File: config.mk
export PLATFORM = sky130hd
export DESIGN_NAME = pin_edge_irq
export DESIGN_NICKNAME = d
export VERILOG_FILES = /design/src/rtl/pin_edge_irq.sv
export SDC_FILE = /design/constraint.sdc
export NUM_CORES = 1
export LEC_CHECK = 0
export ABC_CLOCK_PERIOD_IN_PS = 1900
export BUFFER_PORTS_ARGS = -buffer_cell sky130_fd_sc_hd__buf_2
export CORE_ASPECT_RATIO = 1.2
export CORE_UTILIZATION = 46
export CTS_CLUSTER_DIAMETER = 120
export DETAILED_ROUTE_END_ITERATION = 8
export GPL_TIMING_DRIVEN = 0
export PLACE_DENSITY = 0.69
export RECOVER_POWER = 25
export SETUP_SLACK_MARGIN = 0.2
export SLEW_MARGIN = 20
export SYNTH_ARGS = -nofsm -noshare
export SYNTH_HDL_FRONTEND = slang
export SYNTH_SLANG_ARGS = --single-unit
File: constraint.sdc
create_clock -name clk -period 1.9 [get_ports clk]
set_input_delay 0.38 -clock clk [delete_from_list [all_inputs] [get_ports clk]]
set_output_delay 0.38 -clock clk [all_outputs]
set_load 0.01 [all_outputs]
File: src/rtl/pin_edge_irq.sv
module pin_edge_irq #(
  parameter int CHG_PINS = 4
) (
  input  logic                clk,
  input  logic                rst_n,
  input  logic                ext_pin,
  input  logic [CHG_PINS-1:0] chg_pins,
  input  logic                ext_rise_sel,
  input  logic [CHG_PINS:0]   clr,
  output logic                ext_irq,
  output logic                chg_irq
);
  localparam int NP = CHG_PINS + 1;

  logic [NP-1:0] pins;
  logic [NP-1:0] sync_a, sync_b, lvl;
  logic [NP-1:0] rise_ev, fall_ev;
  logic [NP-1:0] rise_q, fall_q;
  logic          ext_raw, chg_raw;

  assign pins = {chg_pins, ext_pin};

  always_ff @(posedge clk or negedge rst_n) begin
    if (!rst_n) begin
      sync_a <= '0;
      sync_b <= '0;
      lvl    <= '0;
    end else begin
      sync_a <= pins;
      sync_b <= sync_a;
      lvl    <= sync_b;
    end
  end

  assign rise_ev = sync_b & ~lvl;
  assign fall_ev = ~sync_b & lvl;

  always_ff @(posedge clk or negedge rst_n) begin
    if (!rst_n) begin
      rise_q <= '0;
      fall_q <= '0;
    end else begin
      rise_q <= (rise_q & ~clr) | rise_ev;
      fall_q <= (fall_q & ~clr) | fall_ev;
    end
  end

  assign ext_raw = ext_rise_sel ? rise_q[0] : fall_q[0];
  assign chg_raw = |(rise_q[NP-1:1] | fall_q[NP-1:1]);

  always_ff @(posedge clk or negedge rst_n) begin
    if (!rst_n) begin
      ext_irq <= 1'b0;
      chg_irq <= 1'b0;
    end else begin
      ext_irq <= ext_raw;
      chg_irq <= chg_raw;
    end
  end
endmodule

==> results of run 1 <==
[flip-flops by register name, indices dropped and copies added (netlist names)]
name     cells
rise_q       5
fall_q       5
lvl          5
ext_irq      1
chg_irq      1
sync_a       5
sync_b       5
[power groups by stage]
stage          registers [µW]  logic (µW)  clock network [µW]
2_1_floorplan             637        24.7                   0
3_3_place_gp              640        52.1                   0
3_5_place_dp              642        55.0                   0
6_report                  630        53.6                 232
4_1_cts                   631        55.3                 244
5_1_grt                   635        62.4                 270
[synthesized netlist by cell type (all sizes together)]
cell type  count  area share, %
dfrtp         27             82
inv           11            5.0
a22o           5            5.3
o2bb2ai        4            4.2
nand2          2           0.91
nor4           2            1.5
o21ai          1           0.60
o22ai          1           0.76
[stage by stage]
stage / cells / setup slack (ns)
2_1_floorplan: 53 / 1.102
3_3_place_gp: 85 / 1.025
3_5_place_dp: 85 / 1.004
4_1_cts: 89 / 0.6726
5_1_grt: 89 / 0.4569
6_report: 89 / 0.6963
[metal layers]
layer	GRT usage, %	vias to the layer above	wire length, µm
met5	0	-	0
met4	8.333	0	21
met3	4.128	4	57
met2	19.84	20	493
met1	16.89	217	509
li1	-	210	-
[cell families after synthesis]
family | share of synthesized area, %
AND/OR/NAND/NOR | 2.421
buffers and inverters | 4.992
flip-flops | 81.69
AO/OA/AOI/OAI | 10.89
[worst min path at each step]
| stage | start | endpoint | slack (ns) | cells past startpoint |
|---|---|---|---|---|
| final | chg_pins[2] | sync_a[3] | 0.16 | 1 |
| after global routing | chg_pins[3] | sync_a[4] | 0.13 | 1 |
| after CTS | rst_n | fall_q[1] | 0.05 | 1 |
| after detailed placement | sync_a[1] | sync_b[1] | 0.33 | 0 |
| after global placement | sync_a[1] | sync_b[1] | 0.33 | 0 |
| after floorplan | rst_n | chg_irq | 0.08 | 0 |
[layout make-up]
class	count	area [µm²]	area share (%)
timing repair buffer	14	68.82	7.285
multi-input combinational	15	110.1	11.66
tap	18	22.52	2.384
inverter	11	41.29	4.371
clock buffer	4	26.28	2.781
sequential	27	675.6	71.52
==> reports/qor.yml, run 1 <==
status: "finished, final reports clean"
critPathLaunch: "chg_irq"
synth_area_per_cell_um2: 15.60
fillCellCount: 141
slowest_delay_ns: 0.38
finalPower_uw: 916.3
seq_power_share_pct: 68.8
io_pins: 15
crit_end: "chg_irq"
slowest_stage: "dfrtp_1"
core_area_um2: 1662
fin_nets: 85
vias: 451
gp_congestion: 0.6707
final_util_pct: 56.85
mappedNetlistArea_um2: 827.0
cts-root-buf: "clkbuf_4"
fin_crit_sh_pct: 63.35
firstDrtPassIters: 4
hpwl_um: 772.1
internal-power_uw: 719.5
setup_viol: 0
clk_latency_ns: 0.31
cp.arrival_ns: 0.82
reg2reg_depth: 2
worstMarginPinSlew_ns: 1.340
rsz0062_at_grt: "false"
cts_resized: 0
reg2reg_slack_ns: 1.01
synth_cell_types: 8
min_period_ns: 1.204
cp_top_family: "flip-flops"
p_sw_uw: 196.8
relSlewSlack_pct: 10.66
cts_hold_buf: 0
ir_drop_mv: 0.5803
grt_antenna_before_repair: 0
yosysWarnings: 0
cts_tree: "yes"
p_leak_uw: 0.0004744
insertedDiodeCount: 0
drc: 0
r2r-end: "chg_irq"
path_class: "flip-flop to output pin"
die-width_um: 40.71
critPathLaunchType: "flip-flop"
finalHoldViolations: 0
path_cells: "buf_2"
mostFrequentLayoutCell: "dfrtp_1"
ant_nets: 0
finalSetupTns_ns: 0
drt_wl_total_um: 1081
post-cts-setup-buffer-count: 0
endpoint_kind: "output pin"
grt_pass1_wl_um: 1752
drv_cap: 0
drive_gt1_share_pct: 22.54
clkPwrFrac_pct: 25.3
whs_ns: 0.1607
grt_start_max_net_pins: 28
cp_num_buf_inv: 1
required_ns: 1.52
overflow: 0
max_clock_freq_mhz: 830.7
slew_violations: 0
cts_sinks: 27
clock_path_buffers: 2
clk_pin_slew_worst_paths_ns: 0.13
io_buffers: 14
die_area_um2: 1972
place_area_um2: 919.6
initial_core_util_pct: 49.77
synth-seq-cells: 27
post_synth_inst_count: 53
postLayoutCellArea_um2: 944.7
drt_iter0_markers: 9
die_h_um: 48.45
final.setup_skew_ns: 0.001808
numCtsBuffers: 3
layout_common_cells: "dfrtp_1 (27), buf_2 (13), inv_1 (11)"
powerDensity_nw_per_um2: 970.0
cp_max_fo: 1
ys_seq_area_share_pct: 81.69
hp-class: "input port to flip-flop"
cp.depth: 1
syn2layout_area_growth_pct: 14.22
synth_nets: 66
cts_max_level: 1
vias_per_cell: 5.067
track_usage_pct: 13.56
grt_pass1_vias: 438
reg2reg_from: "rise_q[1]"
sw_frac_of_total_pct: 21.47
row_count: 16
comb_power_share_pct: 5.9
wl_per_cell_um: 12.15
No activity file was read; power rests on OpenSTA's default activity.
==> run 2: changes to the inputs <==
--- a/config.mk
+++ b/config.mk
@@ -5,14 +5,14 @@
 export SDC_FILE = /design/constraint.sdc
 export NUM_CORES = 1
 export LEC_CHECK = 0
-export ABC_CLOCK_PERIOD_IN_PS = 1900
+export ABC_CLOCK_PERIOD_IN_PS = 1000
 export BUFFER_PORTS_ARGS = -buffer_cell sky130_fd_sc_hd__buf_2
 export CORE_ASPECT_RATIO = 1.2
 export CORE_UTILIZATION = 46
 export CTS_CLUSTER_DIAMETER = 120
 export DETAILED_ROUTE_END_ITERATION = 8
 export GPL_TIMING_DRIVEN = 0
-export PLACE_DENSITY = 0.69
+export PLACE_DENSITY = 0.71
 export RECOVER_POWER = 25
 export SETUP_SLACK_MARGIN = 0.2
 export SLEW_MARGIN = 20
==> constraint.sdc (replaced) <==
create_clock -name clk -period 1 [get_ports clk]
set_input_delay 0.2 -clock clk [delete_from_list [all_inputs] [get_ports clk]]
set_output_delay 0.2 -clock clk [all_outputs]
set_load 0.01 [all_outputs]
==> reports/qor.yml, run 2 (synthesis gave the netlist of run 1 again) <==
cp.arrival_ns: 0.83  # about the same
required_ns: 0.80  # -0.72 ns
finalHoldViolations: 27  # +27
io_buffers: 14  # unchanged
worstMarginPinSlew_ns: 0.6251  # -0.7150 ns
violations: "hold timing, setup timing"
vias: 465  # +3.1%
gp_congestion: 0.6832  # +1.9%
syn2layout_area_growth_pct: 26.32
hp-class: "input port to async pin"
numCtsBuffers: 3  # unchanged
cp.depth: 1  # unchanged
hpwl_um: 728.9  # -5.6%
finalWorstSetupSlack_ns: -0.03372  # -0.7300 ns
cts-root-buf: "clkbuf_4"
r2r-end: "chg_irq"
seq_area_um2: 675.6  # unchanged
max_clock_freq_mhz: 967.4
fin_nets: 93  # +9.4%
cts_tree: "yes"
reg2reg_depth: 2  # unchanged
powerDensity_nw_per_um2: 1713  # +77%
core_area_um2: 1662  # unchanged
track_usage_pct: 14.07  # +0.50 points
grt_antenna_before_repair: 0  # unchanged
min_period_ns: 1.034
drt_iter0_markers: 5  # -4
io_pins: 15  # unchanged
relSlewSlack_pct: 58.32  # +48 points
p_leak_uw: 0.0005184  # +9.3%
insertedDiodeCount: 0  # unchanged
path_class: "flip-flop to output pin"
critPathLaunchType: "flip-flop"
grt_pass1_wl_um: 1807  # +3.1%
ir_drop_mv: 1.248  # +120%
finalPower_uw: 1789  # +95%
place_inst: 85  # unchanged
grt_pass1_vias: 444  # +1.4%
ant_nets: 0  # unchanged
endpoint_kind: "output pin"
reg2reg_slack_ns: 0.14  # -0.87 ns
critPathLaunch: "chg_irq"
drive_gt1_share_pct: 29.11  # +6.6 points
cp_max_fo: 1  # unchanged
multi_input_area_um2: 128.9  # +17%
final.setup_skew_ns: 0.004880  # +0.003072 ns
layout_common_cells: "dfrtp_1 (27), buf_2 (13), inv_1 (11)"
grt_start_max_net_pins: 28  # unchanged
clk_pin_slew_worst_paths_ns: 0.13  # about the same
drv_cap: 0  # unchanged
drt_wl_total_um: 1128  # +4.3%
overflow: 0  # unchanged
finalSetupTns_ns: -0.04936  # -0.04936 ns
clock_path_buffers: 2  # unchanged
fin_crit_sh_pct: 103.4
whs_ns: -0.1310  # -0.2917 ns
cp_top_family: "flip-flops"
firstDrtPassIters: 4  # unchanged
crit_end: "chg_irq"
die-width_um: 40.71  # unchanged
cts_sinks: 27  # unchanged
clk_latency_ns: 0.32  # about the same
wl_per_cell_um: 11.63  # -4.3%
reg2reg_from: "fall_q[3]"
slew_violations: 0  # unchanged
finalNonFillerCells: 97  # +9.0%
rsz0062_at_grt: "true"
vias_per_cell: 4.794  # -5.4%
setup_viol: 2  # +2
fillCellCount: 142  # +0.71%
die_h_um: 48.45  # unchanged
cts_hold_buf: 5  # +5
drc: 0  # unchanged
row_count: 16  # unchanged
mostFrequentLayoutCell: "dfrtp_1"
cp_num_buf_inv: 1  # unchanged
die_area_um2: 1972  # unchanged
status: "complete, but fails checks"
slowest_stage: "dfrtp_1"
slowest_delay_ns: 0.39  # about the same
cts_max_level: 1  # unchanged
initial_core_util_pct: 49.77  # unchanged
path_cells: "buf_2"
-- run 2: cell types whose count changed in the layout (fill, tap and decap cells not counted) --
cell | previous run | this run
nor4_1 | 2 | 0
o2bb2ai_1 | 4 | 3
nor4_2 | 0 | 2
dlygate4sd3_1 | 0 | 5
buf_4 | 0 | 1
buf_6 | 0 | 2
clkbuf_2 | 0 | 1
o2bb2ai_2 | 0 | 1
clkbuf_1 | 2 | 1
-- run 2: repair_timing --
action                                  CTS  global route
buffers inserted                          2             1
endpoints found under the setup margin    3             3
gates resized for setup                   2             3
endpoints found under the hold margin    32            27
pin swaps                                 1             0
-- run 2: worst min path at each step --
stage	to	startpoint	slack, ns	cells after the start
final	chg_irq	rst_n	-0.13	1
after global routing	fall_q[3]	rst_n	-0.09	1
after CTS	rise_q[1]	rst_n	-0.13	1
after detailed placement	rise_q[1]	rst_n	0.22	1
after global placement	fall_q[1]	rst_n	0.22	1
after floorplan	chg_irq	rst_n	-0.1	0
-- run 2: area by class of cell --
class	count	share of cell area, %
Clock buffer	4	2.515
Inverter	11	3.952
Multi-Input combinational cell	15	12.34
Sequential cell	27	64.67
Tap cell	18	2.156
Timing Repair Buffer	22	14.37
-- run 2: through the flow --
stage	setup WS (ns)	hold WS (ns)	area [µm²]	util, %
2_1_floorplan	0.2017	-0.09559	827.0	-
6_report	-0.03372	-0.1310	1045	62.88
4_1_cts	-0.04588	-0.1273	1023	61.60
3_5_place_dp	0.1166	0.2244	919.6	55.35
5_1_grt	-0.07746	-0.08533	1045	62.88
3_3_place_gp	0.1245	0.2219	919.6	55.35
-- run 2: routing by layer --
| metal | vias up | track usage (%) | part of all wire, % | routed length, µm |
|---|---|---|---|---|
| met5 | - | 0 | 0 | 0 |
| met4 | 0 | 8.333 | 2.7 | 30 |
| met3 | 5 | 4.128 | 4.3 | 49 |
| met2 | 14 | 20.37 | 45 | 510 |
| met1 | 219 | 18.12 | 48 | 537 |
| li1 | 227 | - | - | - |
-- run 2: where the power goes --
| part | total, µW | internal [µW] | switching (µW) |
|---|---|---|---|
| logic | 143 | 82.9 | 60.5 |
| clock network | 443 | 156 | 287 |
| registers | 1200 | 1160 | 40.0 |
| total | 1790 | 1400 | 388 |
==> run 3: changes to the inputs <==
--- a/config.mk
+++ b/config.mk
@@ -5,14 +5,15 @@
 export SDC_FILE = /design/constraint.sdc
 export NUM_CORES = 1
 export LEC_CHECK = 0
-export ABC_CLOCK_PERIOD_IN_PS = 1000
+export ABC_CLOCK_PERIOD_IN_PS = 960
 export BUFFER_PORTS_ARGS = -buffer_cell sky130_fd_sc_hd__buf_2
+export CAP_MARGIN = 20
 export CORE_ASPECT_RATIO = 1.2
 export CORE_UTILIZATION = 46
 export CTS_CLUSTER_DIAMETER = 120
 export DETAILED_ROUTE_END_ITERATION = 8
 export GPL_TIMING_DRIVEN = 0
-export PLACE_DENSITY = 0.71
+export PLACE_DENSITY = 0.69
 export RECOVER_POWER = 25
 export SETUP_SLACK_MARGIN = 0.2
 export SLEW_MARGIN = 20
==> constraint.sdc (replaced) <==
create_clock -name clk -period 0.96 [get_ports clk]
set_input_delay 0.192 -clock clk [delete_from_list [all_inputs] [get_ports clk]]
set_output_delay 0.192 -clock clk [all_outputs]
set_load 0.01 [all_outputs]
==> reports/qor.yml, run 3 (synthesis gave the netlist of run 1 again) <==
max_clock_freq_mhz: 977.6
cp_num_buf_inv: 1  # unchanged
internal-power_uw: 1457  # +4.0%
path_cells: "buf_2"
fillCellCount: 129  # -9.2%
violations: "hold timing, setup timing"
hpwl_um: 682.1  # -6.4%
worstMarginPinSlew_ns: 0.6142  # -0.01088 ns
crit_end: "ext_irq"
die_area_um2: 1972  # unchanged
seq_area_um2: 675.6  # unchanged
grt_pass1_vias: 417  # -6.1%
io_pins: 15  # unchanged
slowest_stage: "dfrtp_1"
cp.depth: 1  # unchanged
wl_per_cell_um: 10.96  # -5.8%
numCtsBuffers: 3  # unchanged
status: "complete, but fails checks"
track_usage_pct: 13.80  # -0.27 points
reg2reg_slack_ns: 0.05  # -0.09 ns
reg2reg_from: "rise_q[2]"
clk_latency_ns: 0.32  # about the same
fin_crit_sh_pct: 106.6
comb_power_share_pct: 7.7  # -0.3 points
die-width_um: 40.71  # unchanged
relSlewSlack_pct: 59.05  # +0.73 points
required_ns: 0.77  # -0.03 ns
mostFrequentLayoutCell: "dfrtp_1"
finalHoldViolations: 27  # unchanged
sw_frac_of_total_pct: 22.04  # +0.37 points
drc: 0  # unchanged
setup_viol: 2  # unchanged
cp_top_family: "flip-flops"
vias_per_cell: 4.814  # +0.43%
insertedDiodeCount: 0  # unchanged
row_count: 16  # unchanged
firstDrtPassIters: 3  # -1
powerDensity_nw_per_um2: 1800  # +5.1%
cp_max_fo: 1  # unchanged
io_buffers: 14  # unchanged
critPathLaunch: "ext_irq"
finalSetupTns_ns: -0.1252  # -0.07585 ns
finalWorstSetupSlack_ns: -0.06294  # -0.02922 ns
vias: 467  # +0.43%
final.setup_skew_ns: 0.003141  # -0.001739 ns
cp.arrival_ns: 0.83  # about the same
syn2layout_area_growth_pct: 25.57
grt_start_max_net_pins: 28  # unchanged
multi_input_area_um2: 122.6  # -4.9%
drv_cap: 0  # unchanged
initial_core_util_pct: 49.77  # unchanged
cts_tree: "yes"
p_leak_uw: 0.0005165  # -0.37%
min_period_ns: 1.023
rsz0062_at_grt: "true"
clock_path_buffers: 2  # unchanged
cts_sinks: 27  # unchanged
cts_max_level: 1  # unchanged
drt_iter0_markers: 4  # -1
die_h_um: 48.45  # unchanged
drt_wl_total_um: 1063  # -5.8%
layout_common_cells: "dfrtp_1 (27), buf_2 (13), inv_1 (10)"
seq_power_share_pct: 66.9  # -0.3 points
cts-root-buf: "clkbuf_4"
clk_pin_slew_worst_paths_ns: 0.13  # about the same
slowest_delay_ns: 0.38  # about the same
overflow: 0  # unchanged
critPathLaunchType: "flip-flop"
gp_congestion: 0.6673  # -2.3%
endpoint_kind: "output pin"
r2r-end: "chg_irq"
ir_drop_mv: 0.8537  # -32%
fin_nets: 93  # unchanged
core_area_um2: 1662  # unchanged
grt_pass1_wl_um: 1766  # -2.3%
p_sw_uw: 412.0  # +6.2%
path_class: "flip-flop to output pin"
whs_ns: -0.1499  # -0.01888 ns
drive_gt1_share_pct: 29.11  # unchanged
clkPwrFrac_pct: 25.4  # +0.6 points
ant_nets: 0  # unchanged
slew_violations: 0  # unchanged
cts_hold_buf: 5  # unchanged
reg2reg_depth: 2  # unchanged
grt_antenna_before_repair: 0  # unchanged
hp-class: "input port to async pin"
[run 3: cell counts in the layout (fill, tap and decap cells not counted)]
No cell type changed its count.
[run 3: timing repair]
| action | 4_1_cts | 5_1_grt |
|---|---|---|
| endpoints found under the hold margin | 32 | 27 |
| gates resized for setup | 1 | 4 |
| setup buffers | 2 | 1 |
| setup endpoints to repair | 3 | 7 |
| pin swaps | 3 | 3 |
[run 3: per-stage QoR]
step | cell area (µm²) | setup WS (ns) | std cells | total power (µW) | utilization (%)
floorplan | 827.0 | 0.1618 | 53 | 1310 | -
global placement | 919.6 | 0.08112 | 85 | 1370 | 55.35
detailed placement | 919.6 | 0.06394 | 85 | 1377 | 55.35
CTS | 1017 | -0.07661 | 96 | 1872 | 61.22
global route | 1039 | -0.1190 | 97 | 1964 | 62.50
finish | 1039 | -0.06294 | 97 | 1869 | 62.50
[run 3: routing by layer]
layer	GRT usage (%)	wire, µm	vias to the layer above	part of all wire [%]
li1	-	-	227	-
met1	19.34	510	223	48
met2	17.72	470	14	44
met3	4.128	47	3	4.4
met4	10.00	34	0	3.2
met5	0	0	-	0
[run 3: cell type report]
type                    instances  share of cell area (%)
clock buffers                   4                   2.530
inverters                      11                   3.976
multi-input cells              15                   11.81
flip-flops and latches         27                   65.06
well taps                      18                   2.169
repair buffers                 22                   14.46
[run 3: worst min path at each step]
stage	slack (ns)	startpoint	endpoint
after floorplan	-0.10	rst_n	chg_irq
after global placement	0.22	rst_n	fall_q[1]
after detailed placement	0.22	rst_n	fall_q[1]
after CTS	-0.15	rst_n	fall_q[1]
after global routing	-0.09	rst_n	fall_q[1]
final	-0.15	rst_n	fall_q[1]
[run 3: power groups by stage]
| stage | logic (µW) | registers [µW] | clock network [µW] |
|---|---|---|---|
| floorplan | 48.9 | 1260 | 0 |
| global placement | 104 | 1270 | 0 |
| detailed placement | 107 | 1270 | 0 |
| CTS | 135 | 1250 | 487 |
| global route | 166 | 1260 | 537 |
| finish | 143 | 1250 | 475 |
